## config.mk

```make
export PLATFORM = sky130hd
export DESIGN_NAME = dram_refresh_sched
export DESIGN_NICKNAME = d
export VERILOG_FILES = /design/src/rtl/dram_refresh_sched_pkg.sv /design/src/rtl/dram_refresh_interval.sv /design/src/rtl/dram_refresh_seq.sv /design/src/rtl/dram_refresh_sched.sv
export SDC_FILE = /design/constraint.sdc
export NUM_CORES = 1
export LEC_CHECK = 0
export BUFFER_PORTS_ARGS = -buffer_cell sky130_fd_sc_hd__clkbuf_2
export CORE_UTILIZATION = 25
export CTS_BUF_LIST = sky130_fd_sc_hd__clkbuf_8
export DETAILED_ROUTE_END_ITERATION = 6
export MAX_ROUTING_LAYER = met4
export SLEW_MARGIN = 20
export SYNTH_ARGS = -nofsm -noshare
export SYNTH_HDL_FRONTEND = slang
export SYNTH_SLANG_ARGS = --single-unit
```

## constraint.sdc

```tcl
create_clock -name clk -period 4.5 [get_ports clk]
set_input_delay 0.9 -clock clk [delete_from_list [all_inputs] [get_ports clk]]
set_output_delay 0.9 -clock clk [all_outputs]
set_load 0.02 [all_outputs]
```

## src/rtl/dram_refresh_sched_pkg.sv

```systemverilog
// Shared types for the refresh scheduler.
// Assumes: nothing beyond IEEE 1800-2017 constant functions.
package dram_refresh_sched_pkg;

    typedef enum logic [2:0] {
        ST_IDLE,
        ST_WAIT,
        ST_CASLEAD,
        ST_RAS,
        ST_SELF,
        ST_PRECH,
        ST_REL
    } seq_state_t;

    typedef enum logic [1:0] {
        JOB_INIT,
        JOB_CATCH,
        JOB_SELF,
        JOB_PERIODIC
    } job_t;

    function automatic int unsigned umax(input int unsigned a, input int unsigned b);
        return (a > b) ? a : b;
    endfunction

endpackage

```

## src/rtl/dram_refresh_interval.sv

```systemverilog
// Interval timer and owed-refresh counter.
// Adds one owed refresh every REF_INT cycles, removes one on each served
// periodic cycle, saturates at PEND_MAX and clears on self refresh entry.
// Assumes: take is only pulsed while the count is non-zero.
module dram_refresh_interval #(
    parameter int REF_INT  = 1950,
    parameter int PEND_MAX = 8
) (
    input  logic                          clk,
    input  logic                          rst_n,
    input  logic                          pause,
    input  logic                          clear,
    input  logic                          take,
    output logic [$clog2(PEND_MAX+1)-1:0] pend,
    output logic                          starve
);
    localparam int IW = $clog2(REF_INT) > 0 ? $clog2(REF_INT) : 1;
    localparam int PW = $clog2(PEND_MAX + 1);

    logic [IW-1:0] ivl;
    logic          tick;
    logic          inc;

    assign tick   = !pause && (ivl == IW'(REF_INT - 1));
    assign inc    = tick && (pend != PW'(PEND_MAX));
    assign starve = (pend == PW'(PEND_MAX));

    // Free-running interval count, frozen during self refresh.
    always_ff @(posedge clk) begin
        if (!rst_n)     ivl <= '0;
        else if (pause) ivl <= ivl;
        else if (tick)  ivl <= '0;
        else            ivl <= ivl + 1'b1;
    end

    // Owed refresh bookkeeping with saturation.
    always_ff @(posedge clk) begin
        if (!rst_n)             pend <= '0;
        else if (clear)         pend <= '0;
        else if (inc && !take)  pend <= pend + 1'b1;
        else if (!inc && take)  pend <= pend - 1'b1;
    end

    a_r8_pend_bound: assert property (@(posedge clk) disable iff (!rst_n)
        pend <= PW'(PEND_MAX))
        else $error("R8 pending count above limit");

    a_r3_take_nonzero: assert property (@(posedge clk) disable iff (!rst_n)
        take |-> pend != '0)
        else $error("R3 periodic refresh served with nothing owed");

    a_r3_unit_step: assert property (@(posedge clk) disable iff (!rst_n)
        (pend != $past(pend)) && !$past(clear) |->
            (pend == $past(pend) + 1'b1) || (pend + 1'b1 == $past(pend)))
        else $error("R3 pending count moved by more than one");

endmodule

```

## src/rtl/dram_refresh_seq.sv

```systemverilog
// Refresh cycle sequencer.
// Picks the next job (init burst, catch-up burst, self refresh, periodic),
// requests the bus, drives the strobes phase by phase from one shared
// down-counter, and keeps the row counter for row-only refresh.
// Assumes: bus_gnt stays high once given until bus_req falls.
module dram_refresh_seq
    import dram_refresh_sched_pkg::*;
#(
    parameter int ROW_W     = 12,
    parameter int INIT_CYC  = 8,
    parameter int T_CSR     = 1,
    parameter int T_RAS     = 7,
    parameter int T_RP      = 4,
    parameter int SELF_MIN  = 12500,
    parameter int SELF_EXIT = 13
) (
    input  logic             clk,
    input  logic             rst_n,
    input  logic             row_mode,
    input  logic             self_req,
    input  logic             bus_gnt,
    input  logic             pend_nz,
    output logic             bus_req,
    output logic             ras_n,
    output logic             cas_n,
    output logic             we_n,
    output logic [ROW_W-1:0] ref_addr,
    output logic             init_done,
    output logic             self_active,
    output logic             catchup,
    output logic             pause,
    output logic             clear,
    output logic             take
);
    localparam int ROWS    = 1 << ROW_W;
    localparam int BURST_W = $clog2(umax(ROWS, INIT_CYC) + 1);
    localparam int TMAX    = umax(umax(T_CSR, T_RAS), umax(umax(T_RP, SELF_EXIT), SELF_MIN));
    localparam int TW      = $clog2(TMAX + 1);

    seq_state_t         state;
    job_t               job, nxt_job;
    logic               use_row;
    logic               has_work;
    logic               phase_end;
    logic [TW-1:0]      tcnt;
    logic [BURST_W-1:0] burst_left;
    logic               init_q, catch_q;
    logic [ROW_W-1:0]   row_ctr;
    logic               done;

    assign phase_end = (tcnt == '0);
    assign done      = (state == ST_PRECH) && phase_end;

    // Job priority: init, then catch-up, then self refresh, then periodic.
    always_comb begin
        has_work = 1'b1;
        if (!init_q)        nxt_job = JOB_INIT;
        else if (catch_q)   nxt_job = JOB_CATCH;
        else if (self_req)  nxt_job = JOB_SELF;
        else if (pend_nz)   nxt_job = JOB_PERIODIC;
        else begin
            nxt_job  = JOB_PERIODIC;
            has_work = 1'b0;
        end
    end

    // Phase sequencing with a single shared phase timer.
    always_ff @(posedge clk) begin
        if (!rst_n) begin
            state   <= ST_IDLE;
            job     <= JOB_INIT;
            use_row <= 1'b0;
            tcnt    <= '0;
        end else begin
            case (state)
                ST_IDLE: if (has_work) begin
                    state   <= ST_WAIT;
                    job     <= nxt_job;
                    use_row <= row_mode;
                end
                ST_WAIT: if (bus_gnt) begin
                    if (job != JOB_SELF && use_row) begin
                        state <= ST_RAS;
                        tcnt  <= TW'(T_RAS - 1);
                    end else begin
                        state <= ST_CASLEAD;
                        tcnt  <= TW'(T_CSR - 1);
                    end
                end
                ST_CASLEAD: if (!phase_end) tcnt <= tcnt - 1'b1;
                    else if (job == JOB_SELF) begin
                        state <= ST_SELF;
                        tcnt  <= TW'(SELF_MIN - 1);
                    end else begin
                        state <= ST_RAS;
                        tcnt  <= TW'(T_RAS - 1);
                    end
                ST_RAS: if (!phase_end) tcnt <= tcnt - 1'b1;
                    else begin
                        state <= ST_PRECH;
                        tcnt  <= TW'(T_RP - 1);
                    end
                ST_SELF: if (!phase_end) tcnt <= tcnt - 1'b1;
                    else if (!self_req) begin
                        state <= ST_PRECH;
                        tcnt  <= TW'(SELF_EXIT - 1);
                    end
                ST_PRECH: if (!phase_end) tcnt <= tcnt - 1'b1;
                    else state <= ST_REL;
                ST_REL:  state <= ST_IDLE;
                default: state <= ST_IDLE;
            endcase
        end
    end

    // Burst, readiness and row counter bookkeeping at cycle completion.
    always_ff @(posedge clk) begin
        if (!rst_n) begin
            burst_left <= BURST_W'(INIT_CYC);
            init_q     <= 1'b0;
            catch_q    <= 1'b0;
            row_ctr    <= '0;
        end else if (done) begin
            if (job != JOB_SELF && use_row) row_ctr <= row_ctr + 1'b1;
            case (job)
                JOB_INIT: begin
                    burst_left <= burst_left - 1'b1;
                    if (burst_left == BURST_W'(1)) init_q <= 1'b1;
                end
                JOB_CATCH: begin
                    burst_left <= burst_left - 1'b1;
                    if (burst_left == BURST_W'(1)) catch_q <= 1'b0;
                end
                JOB_SELF: begin
                    burst_left <= BURST_W'(ROWS);
                    catch_q    <= 1'b1;
                end
                default: ;
            endcase
        end
    end

    // Strobe and status decode from the registered phase.
    always_comb begin
        ras_n       = !(state == ST_RAS || state == ST_SELF);
        cas_n       = !(state == ST_CASLEAD || state == ST_SELF || (state == ST_RAS && !use_row));
        we_n        = 1'b1;
        bus_req     = (state != ST_IDLE);
        self_active = (state == ST_SELF);
        pause       = (job == JOB_SELF) && (state != ST_IDLE);
        clear       = (state == ST_WAIT) && bus_gnt && (job == JOB_SELF);
        take        = done && (job == JOB_PERIODIC);
    end

    assign ref_addr  = row_ctr;
    assign init_done = init_q;
    assign catchup   = catch_q;

    a_r6_grant_before_start: assert property (@(posedge clk) disable iff (!rst_n)
        ($past(state) == ST_WAIT && state != ST_WAIT) |-> $past(bus_gnt))
        else $error("R6 cycle started without grant");

    a_r4_cas_held: assert property (@(posedge clk) disable iff (!rst_n)
        $rose(cas_n) |-> ras_n)
        else $error("R4 column strobe released while row strobe low");

    a_r5_row_step: assert property (@(posedge clk) disable iff (!rst_n)
        (ref_addr != $past(ref_addr)) |-> ref_addr == ROW_W'($past(ref_addr) + 1'b1))
        else $error("R5 row counter skipped");

    a_r9_self_hold: assert property (@(posedge clk) disable iff (!rst_n)
        (self_active && self_req) |=> (!ras_n && !cas_n))
        else $error("R9 self refresh left while still requested");

    a_r7_release_after_prech: assert property (@(posedge clk) disable iff (!rst_n)
        $fell(bus_req) |-> ras_n && $past(ras_n) && $past(cas_n))
        else $error("R7 request dropped without precharge");

    a_r10_catch_first: assert property (@(posedge clk) disable iff (!rst_n)
        (catchup && state == ST_WAIT) |-> job == JOB_CATCH)
        else $error("R10 other job ran during catch-up");

    a_r2_init_source: assert property (@(posedge clk) disable iff (!rst_n)
        $rose(init_done) |-> job == JOB_INIT)
        else $error("R2 ready raised outside init burst");

endmodule

```

## src/rtl/dram_refresh_sched.sv

```systemverilog
// DRAM refresh scheduler top.
// Joins the interval timer with the refresh cycle sequencer.
// Assumes: one clock domain, synchronous active-low reset.
module dram_refresh_sched #(
    parameter int ROW_W     = 12,
    parameter int REF_INT   = 1950,
    parameter int PEND_MAX  = 8,
    parameter int INIT_CYC  = 8,
    parameter int T_CSR     = 1,
    parameter int T_RAS     = 7,
    parameter int T_RP      = 4,
    parameter int SELF_MIN  = 12500,
    parameter int SELF_EXIT = 13
) (
    input  logic                          clk,
    input  logic                          rst_n,
    input  logic                          row_mode,
    input  logic                          self_req,
    input  logic                          bus_gnt,
    output logic                          bus_req,
    output logic                          ras_n,
    output logic                          cas_n,
    output logic                          we_n,
    output logic [ROW_W-1:0]              ref_addr,
    output logic [$clog2(PEND_MAX+1)-1:0] pend_cnt,
    output logic                          starve,
    output logic                          init_done,
    output logic                          self_active,
    output logic                          catchup
);
    logic pause, clear, take, pend_nz;

    assign pend_nz = (pend_cnt != '0);

    dram_refresh_interval #(
        .REF_INT  (REF_INT),
        .PEND_MAX (PEND_MAX)
    ) u_interval (
        .clk    (clk),
        .rst_n  (rst_n),
        .pause  (pause),
        .clear  (clear),
        .take   (take),
        .pend   (pend_cnt),
        .starve (starve)
    );

    dram_refresh_seq #(
        .ROW_W     (ROW_W),
        .INIT_CYC  (INIT_CYC),
        .T_CSR     (T_CSR),
        .T_RAS     (T_RAS),
        .T_RP      (T_RP),
        .SELF_MIN  (SELF_MIN),
        .SELF_EXIT (SELF_EXIT)
    ) u_seq (
        .clk         (clk),
        .rst_n       (rst_n),
        .row_mode    (row_mode),
        .self_req    (self_req),
        .bus_gnt     (bus_gnt),
        .pend_nz     (pend_nz),
        .bus_req     (bus_req),
        .ras_n       (ras_n),
        .cas_n       (cas_n),
        .we_n        (we_n),
        .ref_addr    (ref_addr),
        .init_done   (init_done),
        .self_active (self_active),
        .catchup     (catchup),
        .pause       (pause),
        .clear       (clear),
        .take        (take)
    );

    a_r6_strobe_with_req: assert property (@(posedge clk) disable iff (!rst_n)
        (!ras_n || !cas_n) |-> bus_req)
        else $error("R6 strobe active without request");

endmodule

```

==> results of run 1 <==
==> power breakdown <==
part	leakage, nW	switching, mW	internal (mW)
combinational	0.786	0.751	0.367
clock	0.105	0.224	0.248
sequential	0.501	0.102	0.605
total	1.39	1.08	1.22
==> cell usage in the layout, fill, tap and decap left out, types with 6 or more instances in the layout <==
cell and instances:
sky130_fd_sc_hd__clkbuf_2 27, sky130_fd_sc_hd__a21oi_1 29, sky130_fd_sc_hd__a31oi_1 6, sky130_fd_sc_hd__nand2_1 32, sky130_fd_sc_hd__dfxtp_1 62, sky130_fd_sc_hd__o22ai_1 9, sky130_fd_sc_hd__inv_1 23, sky130_fd_sc_hd__nor3_1 20
sky130_fd_sc_hd__nand2b_1 6, sky130_fd_sc_hd__a22oi_1 6, sky130_fd_sc_hd__nor2_1 65, sky130_fd_sc_hd__nand3_1 14, sky130_fd_sc_hd__nor4_1 19, sky130_fd_sc_hd__o21ai_0 10, sky130_fd_sc_hd__xnor2_1 24, sky130_fd_sc_hd__or3_1 12
sky130_fd_sc_hd__clkbuf_8 9, sky130_fd_sc_hd__ha_1 9
==> layer usage <==
metal  routed length (µm)  GRT usage
met5                    0          -
met4                  147     0.0500
met3                  326     0.0337
met2                 3950      0.195
met1                 4030      0.156
==> worst max-delay path: stages (launching register included) <==
cell and delay [ps]:
sky130_fd_sc_hd__dfxtp_1 490, sky130_fd_sc_hd__nor3_1 540, sky130_fd_sc_hd__o2111ai_1 230, sky130_fd_sc_hd__or3_1 450, sky130_fd_sc_hd__nor2_1 110, sky130_fd_sc_hd__ha_1 180
sky130_fd_sc_hd__inv_1 90, sky130_fd_sc_hd__ha_1 280, sky130_fd_sc_hd__a21o_1 170, sky130_fd_sc_hd__a21oi_1 170, sky130_fd_sc_hd__xnor2_1 90, sky130_fd_sc_hd__or3_1 300
sky130_fd_sc_hd__a21oi_1 140
==> final timing paths <==
path	from	end	slack [ps]	cells past startpoint
setup reg to reg	u_seq.state[0]$_SDFFE_PN0P_	u_interval.pend[3]$_SDFFE_PP0P_	1180	12
setup / recovery	u_seq.state[0]$_SDFFE_PN0P_	u_interval.pend[3]$_SDFFE_PP0P_	1180	12
hold / removal	u_seq.ref_addr[11]$_SDFFE_PN0P_	u_seq.ref_addr[11]$_SDFFE_PN0P_	470	2
hold reg to reg	u_seq.ref_addr[11]$_SDFFE_PN0P_	u_seq.ref_addr[11]$_SDFFE_PN0P_	470	2
==> area by class of cell <==
class	count	area, µm²
tap	176	220
timing repair buffer	28	143
fill	1453	9470
inverter	21	78.8
clock inverter	7	57.6
sequential	62	1240
multi-input combinational	333	2060
clock buffer	9	124
==> cells in the mapped netlist, types with 2 or more instances <==
cell,number
sky130_fd_sc_hd__nor2_1,65
sky130_fd_sc_hd__dfxtp_1,62
sky130_fd_sc_hd__nand2_1,32
sky130_fd_sc_hd__a21oi_1,29
sky130_fd_sc_hd__xnor2_1,24
sky130_fd_sc_hd__inv_1,21
sky130_fd_sc_hd__nor3_1,20
sky130_fd_sc_hd__nor4_1,19
sky130_fd_sc_hd__clkbuf_1,16
sky130_fd_sc_hd__nand3_1,14
sky130_fd_sc_hd__or3_1,12
sky130_fd_sc_hd__o21ai_0,10
sky130_fd_sc_hd__ha_1,9
sky130_fd_sc_hd__o22ai_1,9
sky130_fd_sc_hd__a22oi_1,6
sky130_fd_sc_hd__a31oi_1,6
sky130_fd_sc_hd__nand2b_1,6
sky130_fd_sc_hd__mux2i_1,5
sky130_fd_sc_hd__xor2_1,5
sky130_fd_sc_hd__a21o_1,4
sky130_fd_sc_hd__a22o_1,4
sky130_fd_sc_hd__nand3b_1,4
sky130_fd_sc_hd__nor2b_1,4
sky130_fd_sc_hd__buf_2,3
sky130_fd_sc_hd__nand4_1,3
sky130_fd_sc_hd__o211ai_1,3
sky130_fd_sc_hd__or4_1,3
sky130_fd_sc_hd__a211oi_1,2
sky130_fd_sc_hd__and2_1,2
sky130_fd_sc_hd__and4_1,2
sky130_fd_sc_hd__buf_1,2
sky130_fd_sc_hd__nand4b_1,2
sky130_fd_sc_hd__nor4_2,2
sky130_fd_sc_hd__o2111ai_1,2
sky130_fd_sc_hd__or3b_2,2
==> stage by stage <==
stage | power [mW] | util | std cells | instance area [µm²]
after floorplan | 1.60 | - | 438 | 3470
after global placement | 1.82 | 0.280 | 620 | 3750
after detailed placement | 1.83 | 0.280 | 620 | 3750
after CTS | 2.30 | 0.293 | 636 | 3930
after global routing | 2.46 | 0.293 | 636 | 3930
final | 2.30 | 0.293 | 636 | 3930
==> cell families after synthesis <==
group,Yosys count
flip-flops,62
buffers and inverters,43
AO/OA/AOI/OAI,88
adder cells (fa/ha/maj),10
XOR/XNOR,29
AND/OR/NAND/NOR,200
other,1
multiplexers,5
==> sequential cells by signal (all words and copies together), names as in the netlist <==
signal and cells:
u_seq.state 3, u_seq.init_done 1, u_seq.burst_left 13, u_seq.tcnt 14, u_interval.ivl 11, u_interval.pend 4
u_seq.catchup 1, u_seq.job 2, u_seq.use_row 1, u_seq.ref_addr 12
==> impl_metrics.xml, run 1 <==
<?xml version="1.0" encoding="UTF-8"?>
<metrics>
  <group name="route">
    <metric name="dr_total_vias" unit="">3165</metric>
    <metric name="route.final.wire_length" unit="µm">8450</metric>
    <metric name="drc_errors" unit="">0</metric>
    <metric name="routedWlPerCell" unit="µm">13.3</metric>
    <metric name="post_drt_via_cell_ratio" unit="">4.98</metric>
    <metric name="detail_route.first_pass.iterations" unit="">5</metric>
    <metric name="dr.first_iter.drc_count" unit="">175</metric>
    <metric name="final_antenna_net_count" unit="">0</metric>
  </group>
  <group name="floorplanning">
    <metric name="floorplan.die.height" unit="µm">120</metric>
    <metric name="ios" unit="">29</metric>
    <metric name="initial_core_util" unit="">0.259</metric>
    <metric name="design.die.area" unit="mm²">0.0144</metric>
    <metric name="core-area" unit="mm²">0.0134</metric>
    <metric name="die_x" unit="µm">120</metric>
    <metric name="placement_rows" unit="">42</metric>
  </group>
  <group name="placement">
    <metric name="sum_of_net_half_perimeters_after_detailed_placement" unit="µm">6000</metric>
    <metric name="portBuffers" unit="">27</metric>
    <metric name="place_congestion" unit="">0.821</metric>
    <metric name="pre_cts_ws" unit="ps">1240</metric>
  </group>
  <group name="sta">
    <metric name="slew_headroom" unit="">0.373</metric>
    <metric name="setup-tns-final" unit="ps">0</metric>
    <metric name="unrepaired_setup_endpoints_after_global_routing" unit="">false</metric>
    <metric name="whs" unit="ps">470</metric>
    <metric name="timing.clock.skew" unit="ps">8.53</metric>
    <metric name="fin_crit" unit="ps">3320</metric>
    <metric name="finalMaxSlewViolations" unit="">0</metric>
    <metric name="final_min_period_over_clock_period" unit="">0.737</metric>
    <metric name="actual_slew_at_the_worst_max_slew_pin" unit="ps">933</metric>
    <metric name="report.final.hold_viol_count" unit="">0</metric>
    <metric name="achievable-frequency" unit="MHz">301</metric>
    <metric name="final-setup-viol-count" unit="">0</metric>
    <metric name="final_critical_path_setup_slack" unit="ps">1180</metric>
  </group>
  <group name="setup_path">
    <metric name="kind_of_start_point_of_the_critical_path" unit="">flop</metric>
    <metric name="end_kind" unit="">flop</metric>
    <metric name="worstSetupPathType" unit="">flop to flop</metric>
    <metric name="cp.arrival" unit="ps">3600</metric>
    <metric name="crit_required" unit="ps">4780</metric>
    <metric name="critPathMaxFanout" unit="">19</metric>
  </group>
  <group name="cts">
    <metric name="cts.sinks" unit="">62</metric>
    <metric name="cts_max_level" unit="">3</metric>
    <metric name="cts_tree" unit="">yes</metric>
    <metric name="clkTransAtPathRegs" unit="ps">70</metric>
    <metric name="cts_hold_buffers_added" unit="">0</metric>
    <metric name="postCtsSetupBuffers" unit="">0</metric>
    <metric name="clk_latency" unit="ps">350</metric>
    <metric name="max-clock-path-buffers" unit="">2</metric>
    <metric name="ctsRootBufferMaster" unit="">sky130_fd_sc_hd__clkbuf_8</metric>
    <metric name="postCtsResizedCells" unit="">0</metric>
    <metric name="numCtsBuffers" unit="">9</metric>
  </group>
  <group name="logic_synthesis">
    <metric name="post_synth_main_area_contributors" unit="">sky130_fd_sc_hd__dfxtp_1, sky130_fd_sc_hd__nor2_1, sky130_fd_sc_hd__xnor2_1, sky130_fd_sc_hd__a21oi_1, sky130_fd_sc_hd__nand2_1</metric>
    <metric name="post_synth_mux_area_share" unit="">0.0144</metric>
    <metric name="synth.lib_cells_used.distinct" unit="">59</metric>
    <metric name="synth_top_area_frac" unit="">0.357</metric>
    <metric name="mappedNetlistArea" unit="mm²">0.00347</metric>
    <metric name="post_synth_inst_count" unit="">438</metric>
    <metric name="synth-seq-area-share" unit="">0.357</metric>
    <metric name="synth_nets" unit="">453</metric>
    <metric name="synth-async-reset-ratio" unit="">0</metric>
    <metric name="yosys_warnings" unit="">0</metric>
    <metric name="largest_family_of_logic_cells_by_synthesized_area" unit="">simple AND/OR/NAND/NOR gates</metric>
    <metric name="synthDominantAreaCellType" unit="">sky130_fd_sc_hd__dfxtp_1</metric>
    <metric name="synth-compound-area-share" unit="">0.165</metric>
    <metric name="synth_xor_area_frac" unit="">0.0731</metric>
    <metric name="synth-adder-area-share" unit="">0.0382</metric>
    <metric name="synth_simple_gate_area_share" unit="">0.302</metric>
    <metric name="synth_area_per_cell" unit="µm²">7.93</metric>
    <metric name="number_of_enable_flip_flop_cells_after_synthesis" unit="">0</metric>
    <metric name="synth-main-ff-cell" unit="">sky130_fd_sc_hd__dfxtp_1</metric>
    <metric name="postSynthRegisterBits" unit="">62</metric>
  </group>
  <group name="finish">
    <metric name="area_growth_syn_to_fin" unit="%">13.1</metric>
    <metric name="post_route_cells_drive_above_1_share" unit="">0.115</metric>
    <metric name="final_nets" unit="">470</metric>
    <metric name="antennaDiodeCount" unit="">0</metric>
  </group>
  <group name="global_routing">
    <metric name="grt_pass1_wl" unit="µm">14000</metric>
    <metric name="grt_remaining_overflow" unit="">0</metric>
    <metric name="globalRouteTotalUtil" unit="">0.126</metric>
    <metric name="grt_pass1_vias" unit="">2911</metric>
    <metric name="grt_start_max_net_pins" unit="">35</metric>
    <metric name="grt_antenna_before_repair" unit="">0</metric>
  </group>
  <group name="pwr">
    <metric name="worst_ir_drop_vdd" unit="mV">0.383</metric>
    <metric name="power.static_leakage" unit="nW">1.39</metric>
    <metric name="pwr_density_cell" unit="mW/mm²">585</metric>
  </group>
  <group name="hold_path">
    <metric name="hp-class" unit="">flop to flop</metric>
  </group>
  <group name="job">
    <metric name="drv_cap" unit="">0</metric>
  </group>
  <group name="run_status">
    <metric name="result_of_the_run" unit="">finished clean</metric>
  </group>
</metrics>
(Power assumes the default switching activity.)
==> inputs of run 2 (changes only) <==
==> constraint.sdc (replaced) <==
create_clock -name clk -period 3.1 [get_ports clk]
set_input_delay 0.62 -clock clk [delete_from_list [all_inputs] [get_ports clk]]
set_output_delay 0.62 -clock clk [all_outputs]
set_load 0.02 [all_outputs]
==> run 2 against run 1 <==
Effect of this change: non-clock buffer count up 9; highest routed layer unchanged; critical path type unchanged; die area unchanged; core utilization up 0.77 points; critical endpoint unchanged; cell count up 1.4%.
==> impl_metrics.xml, run 2 (synthesized netlist as in run 1, its figures left out) <==
<?xml version="1.0" encoding="UTF-8"?>
<metrics>
  <group name="run_status">
    <metric name="result_of_the_run" unit="">finished clean</metric>
  </group>
  <group name="global_routing">
    <metric name="grt_start_max_net_pins" unit="">35</metric>
    <metric name="grt_pass1_wl" unit="µm">14400</metric>
    <metric name="grt_remaining_overflow" unit="">0</metric>
    <metric name="grt_pass1_vias" unit="">3008</metric>
    <metric name="globalRouteTotalUtil" unit="">0.128</metric>
    <metric name="grt_antenna_before_repair" unit="">0</metric>
  </group>
  <group name="pwr">
    <metric name="clkPwrFrac" unit="">0.213</metric>
    <metric name="p_seq_frac" unit="">0.279</metric>
    <metric name="sw_frac_of_total" unit="">0.465</metric>
    <metric name="power.static_leakage" unit="nW">1.43</metric>
    <metric name="pwr-share-comb" unit="">0.508</metric>
    <metric name="pwr_density_cell" unit="mW/mm²">875</metric>
    <metric name="p_int" unit="mW">1.89</metric>
    <metric name="worst_ir_drop_vdd" unit="mV">0.534</metric>
    <metric name="netSwitchingPower" unit="mW">1.64</metric>
  </group>
  <group name="sta">
    <metric name="unrepaired_setup_endpoints_after_global_routing" unit="">false</metric>
    <metric name="achievable-frequency" unit="MHz">349</metric>
    <metric name="fin_crit" unit="ps">2870</metric>
    <metric name="finalMaxSlewViolations" unit="">0</metric>
    <metric name="actual_slew_at_the_worst_max_slew_pin" unit="ps">845</metric>
    <metric name="final_min_period_over_clock_period" unit="">0.926</metric>
    <metric name="report.final.hold_viol_count" unit="">0</metric>
    <metric name="timing.clock.skew" unit="ps">10.9</metric>
    <metric name="final-setup-viol-count" unit="">0</metric>
    <metric name="slew_headroom" unit="">0.431</metric>
    <metric name="setup-tns-final" unit="ps">0</metric>
  </group>
  <group name="setup_path">
    <metric name="worst_path_largest_cell_delay" unit="ps">370</metric>
    <metric name="cpMaxStageDelayCell" unit="">sky130_fd_sc_hd__dfxtp_1</metric>
    <metric name="end_kind" unit="">flop</metric>
    <metric name="worst-path-stages" unit="">14</metric>
    <metric name="crit_required" unit="ps">3380</metric>
    <metric name="worstSetupPathType" unit="">flop to flop</metric>
    <metric name="crit_path_cell_trace" unit="">inv_1 &gt; ha_1 &gt; nor3b_4 &gt; nand4_4 &gt; nor2_2 &gt; nand2_1 &gt; ha_1 &gt; inv_1 &gt; ha_1 &gt; a21o_1 &gt; a21oi_1 &gt; xnor2_1 &gt; or3_1 &gt; a21oi_1</metric>
    <metric name="timing.reg2reg.worst_path_depth" unit="">14</metric>
    <metric name="cp.arrival" unit="ps">3150</metric>
    <metric name="critPathBufInv" unit="">2</metric>
    <metric name="crit_family" unit="">simple AND/OR/NAND/NOR gates</metric>
    <metric name="crit_path_frequent_cell" unit="">sky130_fd_sc_hd__ha_1</metric>
    <metric name="kind_of_start_point_of_the_critical_path" unit="">flop</metric>
    <metric name="critPathMaxFanout" unit="">7</metric>
  </group>
  <group name="finish">
    <metric name="number_of_filler_instances_in_the_final_layout" unit="">1403</metric>
    <metric name="antennaDiodeCount" unit="">0</metric>
    <metric name="combined_area_of_the_multi_input_logic_cells" unit="mm²">0.00207</metric>
    <metric name="layoutNonFillerInstCount" unit="">645</metric>
    <metric name="largest_reg_flops" unit="">14</metric>
    <metric name="post_route_cells_drive_above_1_share" unit="">0.139</metric>
    <metric name="layout_common_cells" unit="">sky130_fd_sc_hd__nor2_1, sky130_fd_sc_hd__dfxtp_1, sky130_fd_sc_hd__nand2_1</metric>
    <metric name="area_growth_syn_to_fin" unit="%">16.1</metric>
    <metric name="max_flop_register" unit="">u_seq.tcnt</metric>
    <metric name="final_util" unit="">0.301</metric>
    <metric name="final_nets" unit="">479</metric>
    <metric name="final_common_cell" unit="">sky130_fd_sc_hd__nor2_1</metric>
    <metric name="regArea" unit="mm²">0.00124</metric>
  </group>
  <group name="cts">
    <metric name="max-clock-path-buffers" unit="">2</metric>
    <metric name="numCtsBuffers" unit="">9</metric>
    <metric name="cts_max_level" unit="">3</metric>
    <metric name="clkTransAtPathRegs" unit="ps">70</metric>
    <metric name="cts_tree" unit="">yes</metric>
    <metric name="cts.sinks" unit="">62</metric>
    <metric name="postCtsSetupBuffers" unit="">0</metric>
    <metric name="ctsRootBufferMaster" unit="">sky130_fd_sc_hd__clkbuf_8</metric>
    <metric name="clk_latency" unit="ps">350</metric>
  </group>
  <group name="route">
    <metric name="post_drt_via_cell_ratio" unit="">5.02</metric>
    <metric name="route.final.wire_length" unit="µm">8760</metric>
    <metric name="dr_total_vias" unit="">3240</metric>
    <metric name="drc_errors" unit="">0</metric>
    <metric name="routedWlPerCell" unit="µm">13.6</metric>
    <metric name="dr.first_iter.drc_count" unit="">118</metric>
    <metric name="final_antenna_net_count" unit="">0</metric>
    <metric name="detail_route.first_pass.iterations" unit="">7</metric>
  </group>
  <group name="placement">
    <metric name="place_congestion" unit="">0.881</metric>
    <metric name="portBuffers" unit="">27</metric>
    <metric name="sum_of_net_half_perimeters_after_detailed_placement" unit="µm">6260</metric>
    <metric name="placed_cells" unit="">629</metric>
  </group>
  <group name="floorplanning">
    <metric name="design.die.area" unit="mm²">0.0144</metric>
    <metric name="placement_rows" unit="">42</metric>
    <metric name="core-area" unit="mm²">0.0134</metric>
    <metric name="initial_core_util" unit="">0.259</metric>
    <metric name="floorplan.die.height" unit="µm">120</metric>
    <metric name="ios" unit="">29</metric>
    <metric name="die_x" unit="µm">120</metric>
  </group>
  <group name="hold_path">
    <metric name="hold_path_cell_cnt" unit="">2</metric>
    <metric name="hp-class" unit="">flop to flop</metric>
  </group>
  <group name="job">
    <metric name="drv_cap" unit="">0</metric>
  </group>
</metrics>
-- run 2: changes by cell type in the layout (fill, tap and decap cells not counted) --
cell / delta
sky130_fd_sc_hd__inv_1: -2
sky130_fd_sc_hd__clkbuf_8: +2
sky130_fd_sc_hd__nor3b_4: +1
sky130_fd_sc_hd__buf_4: +9
sky130_fd_sc_hd__nor3b_2: -1
sky130_fd_sc_hd__clkinv_2: -3
sky130_fd_sc_hd__clkinvlp_4: +3
sky130_fd_sc_hd__nor2_2: +1
sky130_fd_sc_hd__nor2_1: -1
-- run 2: routing by layer --
| layer | vias to the layer above | wire length (µm) | GRT usage |
|---|---|---|---|
| li1 | 1628 | - | - |
| met4 | 0 | 162 | 0.0586 |
| met3 | 15 | 384 | 0.0276 |
| met2 | 72 | 4090 | 0.198 |
| met1 | 1525 | 4120 | 0.161 |
| met5 | - | 0 | - |
-- run 2: tightest hold or removal path: cells and delay by family (launching register included) --
kind          cells  cell delay [ps]
mux               1               60
flops             1              320
simple gates      1               60
-- run 2: path summary, 6_finish.rpt --
check | from | to | slack [ps]
setup reg to reg | u_seq.tcnt[0]$_SDFFE_PN0P_ | u_interval.pend[3]$_SDFFE_PP0P_ | 230
setup / recovery | u_seq.tcnt[0]$_SDFFE_PN0P_ | u_interval.pend[3]$_SDFFE_PP0P_ | 230
hold / removal | u_seq.ref_addr[11]$_SDFFE_PN0P_ | u_seq.ref_addr[11]$_SDFFE_PN0P_ | 480
hold reg to reg | u_seq.ref_addr[11]$_SDFFE_PN0P_ | u_seq.ref_addr[11]$_SDFFE_PN0P_ | 480
-- run 2: final cells by class --
| type | count | area share |
|---|---|---|
| clock buffers | 11 | 0.0375 |
| inverters | 21 | 0.0195 |
| multi-input cells | 333 | 0.514 |
| clock inverters | 5 | 0.0143 |
| flip-flops and latches | 62 | 0.308 |
| well taps | 176 | 0.0546 |
| repair buffers | 37 | 0.0521 |
-- run 2: stage by stage --
step	worst slack, ps	hold WS [ps]	power (mW)	cell area (µm²)
2_1_floorplan	148	458	2.32	3470
3_3_place_gp	270	450	2.73	3810
3_5_place_dp	174	472	2.74	3810
4_1_cts	151	484	3.51	4020
5_1_grt	8.10	498	3.76	4030
6_report	231	481	3.53	4030
-- run 2: repair_timing --
| action | 4_1_cts | 5_1_grt |
|---|---|---|
| hold buffers | 0 | 0 |
| gates resized for setup | 0 | 2 |
| endpoints found under the setup margin | 0 | 1 |
-- run 2: power by group through the flow --
stage / Clock, mW / Sequential, mW / Combinational (mW)
3_5_place_dp: 0 / 0.996 / 1.75
2_1_floorplan: 0 / 0.965 / 1.36
5_1_grt: 0.810 / 0.994 / 1.96
6_report: 0.751 / 0.985 / 1.79
4_1_cts: 0.767 / 0.978 / 1.76
3_3_place_gp: 0 / 0.989 / 1.74
